### src/rtl/otp_pkg.sv
package otp_pkg;

    typedef enum logic {
        CI_IDLE  = 1'b0,
        CI_ARMED = 1'b1
    } ci_state_e;

    localparam logic [7:0] CMD_SETUP    = 8'hC0;
    localparam logic [7:0] CMD_READ_ARR = 8'hFF;
    localparam logic [7:0] CMD_READ_ST  = 8'h70;
    localparam logic [7:0] CMD_CLR_ERR  = 8'h50;

    localparam int ST_READY = 7;
    localparam int ST_ERR   = 4;

    localparam int LK_SEG  = 1;
    localparam int LK_SEAL = 2;

endpackage

### src/rtl/otp_busy_timer.sv
module otp_busy_timer #(
    parameter int CYCLES = 8
) (
    input  logic clk,
    input  logic rst_n,
    input  logic start,
    output logic busy,
    output logic done
);
    localparam int CNT_W = $clog2(CYCLES + 1);

    logic [CNT_W-1:0] cnt_d, cnt_q;

    always_comb begin
        cnt_d = cnt_q;
        if (start) begin
            cnt_d = CNT_W'(CYCLES);
        end else if (cnt_q != '0) begin
            cnt_d = cnt_q - 1'b1;
        end
    end

    always_ff @(posedge clk) begin
        if (!rst_n) cnt_q <= '0;
        else        cnt_q <= cnt_d;
    end

    assign busy = (cnt_q != '0);
    assign done = (cnt_q == CNT_W'(1));

    a_r5_busy_holds: assert property (@(posedge clk) disable iff (!rst_n)
        (busy && !done) |=> busy);
    a_r5_done_ends: assert property (@(posedge clk) disable iff (!rst_n)
        (done && !start) |=> !busy);

endmodule

### src/rtl/otp_store.sv
module otp_store #(
    parameter int DATA_W = 16,
    parameter int WORDS  = 4
) (
    input  logic                           clk,
    input  logic                           rst_n,
    input  logic                           commit,
    input  logic                           tgt_lock,
    input  logic [$clog2(WORDS)-1:0]       tgt_idx,
    input  logic [DATA_W-1:0]              wdata,
    output logic [DATA_W-1:0]              lock_q,
    output logic [WORDS-1:0][DATA_W-1:0]   user_q
);
    typedef struct packed {
        logic [DATA_W-1:0]             lock;
        logic [WORDS-1:0][DATA_W-1:0]  user;
    } store_t;

    store_t st_d, st_q;
    logic [WORDS-1:0][DATA_W-1:0] user_nx;

    for (genvar g = 0; g < WORDS; g++) begin : g_word
        assign user_nx[g] = (commit && !tgt_lock && (tgt_idx == g))
                          ? (st_q.user[g] & wdata) : st_q.user[g];
    end

    always_comb begin
        st_d      = st_q;
        st_d.user = user_nx;
        if (commit && tgt_lock) begin
            st_d.lock = st_q.lock & wdata;
        end
    end

    always_ff @(posedge clk) begin
        if (!rst_n) st_q <= '1;
        else        st_q <= st_d;
    end

    assign lock_q = st_q.lock;
    assign user_q = st_q.user;

    a_r2_lock_only_clears: assert property (@(posedge clk) disable iff (!rst_n)
        ((~$past(lock_q)) & lock_q) == '0);
    a_r2_user_only_clears: assert property (@(posedge clk) disable iff (!rst_n)
        ((~$past(user_q)) & user_q) == '0);

endmodule

### src/rtl/otp_prot_reg.sv
module otp_prot_reg #(
    parameter int ADDR_W      = 8,
    parameter int DATA_W      = 16,
    parameter int WORDS       = 4,
    parameter int LOCK_OFS    = 8'h80,
    parameter int USER_BASE   = 8'h85,
    parameter int BUSY_CYCLES = 8
) (
    input  logic              clk,
    input  logic              rst_n,
    input  logic              wr_en,
    input  logic [ADDR_W-1:0] wr_addr,
    input  logic [DATA_W-1:0] wr_data,
    input  logic [ADDR_W-1:0] rd_addr,
    output logic [DATA_W-1:0] rd_data,
    output logic              ready,
    output logic              prog_err
);
    import otp_pkg::*;

    localparam int IDX_W = $clog2(WORDS);
    localparam logic [ADDR_W:0] LO_A = (ADDR_W+1)'(USER_BASE);
    localparam logic [ADDR_W:0] HI_A = (ADDR_W+1)'(USER_BASE + WORDS);

    typedef struct packed {
        ci_state_e         ci;
        logic              stat_mode;
        logic              err;
        logic              op_lock;
        logic [IDX_W-1:0]  op_idx;
        logic [DATA_W-1:0] op_data;
        logic              op_ok;
    } ctl_t;

    ctl_t ctl_d, ctl_q;
    logic start, busy, done, commit;
    logic [DATA_W-1:0]            lock_q;
    logic [WORDS-1:0][DATA_W-1:0] user_q;
    logic wr_hit_lock, wr_hit_user, perm_ok;
    logic rd_hit_lock, rd_hit_user;
    logic [IDX_W-1:0] wr_idx, rd_idx;
    logic [DATA_W-1:0] status_w;

    always_comb begin
        wr_hit_lock = (wr_addr == ADDR_W'(LOCK_OFS));
        wr_hit_user = ({1'b0, wr_addr} >= LO_A) && ({1'b0, wr_addr} < HI_A);
        wr_idx      = IDX_W'(wr_addr - ADDR_W'(USER_BASE));
        rd_hit_lock = (rd_addr == ADDR_W'(LOCK_OFS));
        rd_hit_user = ({1'b0, rd_addr} >= LO_A) && ({1'b0, rd_addr} < HI_A);
        rd_idx      = IDX_W'(rd_addr - ADDR_W'(USER_BASE));
        perm_ok     = (wr_hit_lock || wr_hit_user)
                    && lock_q[LK_SEAL]
                    && !(wr_hit_user && !lock_q[LK_SEG])
                    && !(wr_hit_lock && !lock_q[LK_SEG] && !wr_data[LK_SEAL]);
    end

    always_comb begin
        ctl_d = ctl_q;
        start = 1'b0;
        if (wr_en && !busy) begin
            if (ctl_q.ci == CI_ARMED) begin
                start         = 1'b1;
                ctl_d.ci      = CI_IDLE;
                ctl_d.stat_mode = 1'b1;
                ctl_d.op_lock = wr_hit_lock;
                ctl_d.op_idx  = wr_idx;
                ctl_d.op_data = wr_data;
                ctl_d.op_ok   = perm_ok;
            end else begin
                case (wr_data[7:0])
                    CMD_SETUP:    ctl_d.ci        = CI_ARMED;
                    CMD_READ_ARR: ctl_d.stat_mode = 1'b0;
                    CMD_READ_ST:  ctl_d.stat_mode = 1'b1;
                    CMD_CLR_ERR:  ctl_d.err       = 1'b0;
                    default: ;
                endcase
            end
        end
        if (done && !ctl_q.op_ok) begin
            ctl_d.err = 1'b1;
        end
    end

    always_ff @(posedge clk) begin
        if (!rst_n) begin
            ctl_q    <= '0;
            ctl_q.ci <= CI_IDLE;
        end else begin
            ctl_q <= ctl_d;
        end
    end

    assign commit = done && ctl_q.op_ok;

    otp_busy_timer #(.CYCLES(BUSY_CYCLES)) u_timer (
        .clk   (clk),
        .rst_n (rst_n),
        .start (start),
        .busy  (busy),
        .done  (done)
    );

    otp_store #(.DATA_W(DATA_W), .WORDS(WORDS)) u_store (
        .clk      (clk),
        .rst_n    (rst_n),
        .commit   (commit),
        .tgt_lock (ctl_q.op_lock),
        .tgt_idx  (ctl_q.op_idx),
        .wdata    (ctl_q.op_data),
        .lock_q   (lock_q),
        .user_q   (user_q)
    );

    always_comb begin
        status_w           = '0;
        status_w[ST_READY] = !busy;
        status_w[ST_ERR]   = ctl_q.err;
        if (ctl_q.stat_mode)  rd_data = status_w;
        else if (rd_hit_lock) rd_data = lock_q;
        else if (rd_hit_user) rd_data = user_q[rd_idx];
        else                  rd_data = '0;
    end

    assign ready    = !busy;
    assign prog_err = ctl_q.err;

    a_r6_status_on_start: assert property (@(posedge clk) disable iff (!rst_n)
        start |=> (!rd_data[ST_READY] && !ready));
    a_r9_sealed_refuses: assert property (@(posedge clk) disable iff (!rst_n)
        (done && !lock_q[LK_SEAL]) |=> prog_err);
    a_r7_segment_refuses: assert property (@(posedge clk) disable iff (!rst_n)
        (done && !lock_q[LK_SEG] && !ctl_q.op_lock) |=> prog_err);
    a_r10_err_sticky: assert property (@(posedge clk) disable iff (!rst_n)
        (prog_err && !(wr_en && ready && ctl_q.ci == CI_IDLE
                       && wr_data[7:0] == CMD_CLR_ERR)) |=> prog_err);

endmodule

### config.mk
export PLATFORM = sky130hd
export DESIGN_NAME = otp_prot_reg
export DESIGN_NICKNAME = d
export VERILOG_FILES = /design/src/rtl/otp_pkg.sv /design/src/rtl/otp_busy_timer.sv /design/src/rtl/otp_store.sv /design/src/rtl/otp_prot_reg.sv
export SDC_FILE = /design/constraint.sdc
export NUM_CORES = 1
export LEC_CHECK = 0
export ABC_AREA = 1
export CAP_MARGIN = 10
export CORE_MARGIN = 5
export CORE_UTILIZATION = 51
export CTS_CLUSTER_SIZE = 10
export DETAILED_ROUTE_END_ITERATION = 16
export GPL_ROUTABILITY_DRIVEN = 0
export MAX_ROUTING_LAYER = met4
export PLACE_DENSITY = 0.74
export REMOVE_ABC_BUFFERS = 1
export SYNTH_ARGS = -nofsm -noshare
export SYNTH_HDL_FRONTEND = slang
export SYNTH_SLANG_ARGS = --single-unit
### constraint.sdc
create_clock -name clk -period 1.7 [get_ports clk]
set_input_delay 0.255 -clock clk [delete_from_list [all_inputs] [get_ports clk]]
set_output_delay 0.255 -clock clk [all_outputs]
set_load 0.01 [all_outputs]
## Word-level counts from Yosys, hierarchy flattened

Index checks and enable logic that the tools add are counted.

| cells by class | value |
|---|---|
| $add $sub $neg | 3 |
| order comparisons | 5 |
| equal/unequal tests | 11 |
| mux-type cells | 17 |
| bitwise operators | 6 |
| reduce and logical (&&, ||, !) cells | 35 |

Operators with widths:

| cell | number |
|---|---|
| $and A16 B16 Y16 | 5 |
| $mux W16 | 4 |
| $bmux W16 S2 | 1 |
| $eq A8 B8 Y1 const B | 4 |
| $mux W21 | 1 |
| $mux W20 | 1 |
| $logic_and A1 B1 Y1 | 17 |
| $eq A8 B7 Y1 const B | 2 |
| $ge A8 B8 Y1 const B | 2 |
| $lt A8 B8 Y1 const B | 2 |
| $mux W4 | 2 |
| $logic_not A1 Y1 | 7 |
| $mux W1 | 6 |
| $reduce_bool A2 Y1 | 3 |
| $eq A2 B2 Y1 const B | 2 |
| $eq A4 B1 Y1 const B | 1 |
| $reduce_and A2 Y1 | 2 |
| $reduce_bool A4 Y1 | 1 |
| $sub A2 B1 Y2 const B | 2 |
| $sub A4 B1 Y4 const B | 1 |
| $lt A2 B3 Y1 const B | 1 |
| $reduce_and A3 Y1 | 1 |
| $reduce_bool A3 Y1 | 1 |
| $eq A2 B1 Y1 const B | 1 |
| 7 further kinds | 7 |

| storage, ports and cells | value |
|---|---|
| bits in registers | 107 |
| input port bits | 35 |
| output and inout port bits | 18 |
| logic and storage cells | 91 |

## Depth between registers and ports, before layout

| logic depth | value |
|---|---|
| depth in word-level cells | 9 |
| gate-level depth with buffers | 10 |
| depth with buffers taken out | 9 |

## Hierarchy

From an unflattened synthesis, not the netlist that was laid out.

| second synthesis, totals | value |
|---|---|
| cells, all modules | 899 |
| area, all modules | 5861.9 um^2 |

Modules (own cells, without submodules):

| module | instances | cells an instance | area each (um^2) | seq. area each (um^2) |
|---|---|---|---|---|
| otp_store | 1 | 453 | 3300.7 | 1601.5 |
| otp_prot_reg | 1 | 414 | 2322.2 | 460.4 |
| otp_busy_timer | 1 | 32 | 239.0 | 80.1 |

## Worst setup path before layout

OpenSTA, ideal clock, no wires.

| timing path | value |
|---|---|
| path kind | input-to-output |
| start | input port rd_addr[0] |
| end | output port rd_data[0] |
| arrival time | 1.723 ns |
| required time | 1.445 ns |
| path slack | -0.278 ns |
| stages | 8 |
| buffers on the path | 2 |
| cell sequence | inv_1 clkbuf_1 ha_1 inv_1 nor3_1 buf_2 nand3_1 a21oi_1 |

| between the ends | value |
|---|---|
| longest elaborated chain between the ends | 6 |
| elaborated cells on any way between the ends | 10 |
| those cells by class | add/sub: 1; order compare: 2; eq/ne: 1; mux: 5; reduce/logical: 1 |

RTL lines:

| item | line | source |
|---|---|---|
| start: declaration | otp_prot_reg.sv:14 | `input logic [ADDR_W-1:0] rd_addr,` |
| $sub A2 B1 Y2 | otp_prot_reg.sv:50 | `rd_idx = IDX_W'(rd_addr - ADDR_W'(USER_BASE));` |
| $bmux W16 S2 | otp_prot_reg.sv:120 | `else if (rd_hit_user) rd_data = user_q[rd_idx];` |
| $mux W16 (implied by the code) | otp_prot_reg.sv:120 |  |
| $mux W16 | otp_prot_reg.sv:120 |  |
| $mux W16 * | otp_prot_reg.sv:119 | `else if (rd_hit_lock) rd_data = lock_q;` |
| $mux W16 * | otp_prot_reg.sv:118 | `if (ctl_q.stat_mode) rd_data = status_w;` |
| end: declaration | otp_prot_reg.sv:15 | `output logic [DATA_W-1:0] rd_data,` |

Every way passes the cells marked *; elsewhere a longest branch is shown, timed or not. The select of a mux whose other input is x is not followed.

## Final worst setup path

| timing path | value |
|---|---|
| start | input port rd_addr[1] |
| end | output port rd_data[6] |

The elaborated chain is that of the path after synthesis.

==> reports/metrics.cfg <==
[finish]
nets=808
n_antenna_cell=0
syn_to_final_growth_pct=33.7
nFillCells=749
post-route-util_pct=69.8
layout-drive-gt1-share_pct=24.5

[synthesis]
synth-seq-area-share_pct=44.6
yosys.cell_types.count=27
synth-main-ff-cell=dfxtp_1
yosysMostFrequentCell=nand2_1
avgSynthCellArea_sq_um=6.99
synth.area.top_cells=dfxtp_1 45%, nand2_1 14%, nand3_1 13%
syn_inst=686
async_flop_share_pct=0
synth_top_cell_by_area=dfxtp_1
synth-edff-count=0
synth_area_sq_um=4800
synth-seq-cells=107
synth_top_area_share_pct=44.6
yosysWarningCount=0
yosys-top-cells-count=183 x nand2_1, 123 x nand3_1, 107 x dfxtp_1

[global_route]
grt_pass1_wl_microns=23000
grt_antenna_before_repair=0
grt_max_degree=76
grt_pass1_vias=4723
grt-ovfl-total=0
track_usage_pct=26.0

[routing]
via_count=5110
drtIter0Drc=476
wl_per_cell_microns=17.2
dr.pass1.iters=6
ant_nets=0
vias_per_cell=5.79
wl_microns=15200
post-route-drc-count=0

[critical_path]
ff2ff_path_depth=10
start_kind=primary input
timing.rr.end=u_store.user_q[21]
r2r_slack_ns=-0.03
crit_type=primary input to output port
rr_startpoint=u_timer.cnt_q[1]
cp_data_required_time_ns=1.44
endpoint_kind=output port
cp.arrival_ns=1.57
cp_max_fo=8

[power]
p_seq_share_pct=50.9
leakage_nw=2.77
p_per_area_nw_per_um2=792
power_frac_clock_pct=29.2
p_sw_share_pct=29.3
p_int_w=0.00359
power_switching_w=0.00149
p_comb_share_pct=19.9
peakVddDrop_mv=0.748

[clocking]
cts_tree=done
clock-sinks=107
cts-hold-fix-buffers=0
cts_root_buffer=clkbuf_8
clk_pin_slew_ns=0.11
cts.htree.levels=3
clk_latency_ns=0.39
cts_buffers=9
clk_path_buf_depth=2

[timing]
fin_ws_ns=-0.124
post-route-min-period_ns=1.82
period_share_pct=107
tns_ns=-1.20
maxSlewViolCount=0
finClkSkew_ns=0.0125
hold_viol=0
setup_viol=28
fmax_mhz=548
tightestPinTransition_ns=0.400
grt_setup_unrepaired=yes
slew_headroom_pct=73.3

[status]
violations=setup timing
status=finished with violations

[floorplan]
start_util_pct=52.2
core_area_sq_um=9200
die_h_microns=107
row_count=35
ios=53
fp.dieW_microns=107
die_area_sq_um=11400

[placement]
port_buffers=52
post-place-ws_ns=-1.10
dp_hpwl_microns=8770

[min_path]
worst_hold_startpoint=rst_n
worstHoldPathType=primary input to flip-flop
min_to=u_store.user_q[2]
hold-path-cell-count=2

[job]
maxCapViolations=0

==> sequential cells by signal, indices dropped and copies added, names as in the netlist <==
signal / flops
u_store.user_q: 64
u_timer.cnt_q: 4
u_store.lock_q: 16
prog_err: 1
ctl_q: 22
==> cell families (layout without fill, tap and decap cells) <==
logic type | count (synthesis) | count (layout) | share of synthesized area (%)
fa+ha+maj | 6 | 6 | 1.56
xor+xnor | 1 | 1 | 0.183
simple gates | 383 | 383 | 34.9
flops | 107 | 107 | 44.6
buf+inv | 79 | 165 | 7.12
compound gates | 110 | 110 | 11.6
==> worst max path at each step <==
stage / start / end / slack, ns / cells after the start
4_1_cts: rd_addr[1] / rd_data[6] / -0.1 / 11
3_3_place_gp: rd_addr[0] / rd_data[6] / -1.06 / 11
5_1_grt: rd_addr[0] / rd_data[6] / -0.19 / 10
2_1_floorplan: rd_addr[0] / rd_data[2] / -0.84 / 6
3_5_place_dp: rd_addr[0] / rd_data[6] / -1.10 / 11
6_report: rd_addr[1] / rd_data[6] / -0.12 / 10
==> routing by layer <==
metal	up-vias	global-route usage (%)	part of all wire, %
met3	35	5.84	8.4
li1	2430	-	-
met1	2400	32.1	40
met2	245	42.8	49
met4	0	7.95	2.6
met5	-	-	0
==> final cells by class <==
class | count | area, sq um | area share (%)
multi-input combinational | 500 | 2750 | 42.8
sequential | 107 | 2140 | 33.4
timing repair buffer | 101 | 1000 | 15.6
inverter | 47 | 194 | 3.02
tap | 111 | 139 | 2.16
clock buffer | 10 | 128 | 1.99
clock inverter | 6 | 50.0 | 0.780
timing repair inverter | 1 | 8.76 | 0.137
==> worst max-delay path, stage by stage <==
cell and delay, ns:
buf_6 0.07, inv_4 0.03, ha_4 0.31, buf_12 0.13, buf_16 0.13, o21ai_2 0.06
o21ai_2 0.20, nand2_4 0.06, a21oi_2 0.16, buf_2 0.15
==> power groups by stage <==
stage | sequential, W | combinational [W] | clock, W
CTS | 0.00258 | 0.000913 | 0.00148
floorplan | 0.00264 | 0.000376 | 0
finish | 0.00259 | 0.00101 | 0.00148
global route | 0.00259 | 0.00109 | 0.00160
detailed placement | 0.00263 | 0.000786 | 0
global placement | 0.00263 | 0.000759 | 0
==> timing repair <==
action | 4_1_cts | 5_1_grt
endpoints found under the setup margin | 30 | 78
resized for setup | 156 | 109
buffers inserted | 7 | 8
pin swaps | 23 | 50
gates cloned | 4 | 2
==> through the flow <==
| step | area (sq um) | total power [W] | instances | hold slack (ns) |
|---|---|---|---|---|
| finish | 6420 | 0.00508 | 883 | 0.137 |
| global route | 6420 | 0.00528 | 883 | 0.124 |
| CTS | 5980 | 0.00497 | 875 | 0.131 |
| detailed placement | 5570 | 0.00342 | 849 | 0.451 |
| global placement | 5570 | 0.00339 | 849 | 0.444 |
| floorplan | 4630 | 0.00301 | 654 | 0.324 |
==> cells in the final DEF (no fill, tap or decap), types with 5 or more instances in the layout <==
cell / instances
nor2_2: 5
nand2_2: 9
inv_2: 9
a21oi_1: 8
o21ai_0: 49
nor2_4: 13
inv_1: 34
buf_12: 5
buf_4: 29
buf_6: 11
nand3_1: 97
nor2_1: 45
clkdlybuf4s50_1: 26
clkbuf_8: 9
nand3_4: 6
nand2_1: 170
dfxtp_1: 105
nor3_1: 5
buf_2: 17
o21ai_2: 11
a21oi_2: 12
nand3_2: 21
o21ai_1: 25
nand2_4: 5
Note: power is estimated with default switching activity, not from simulation.
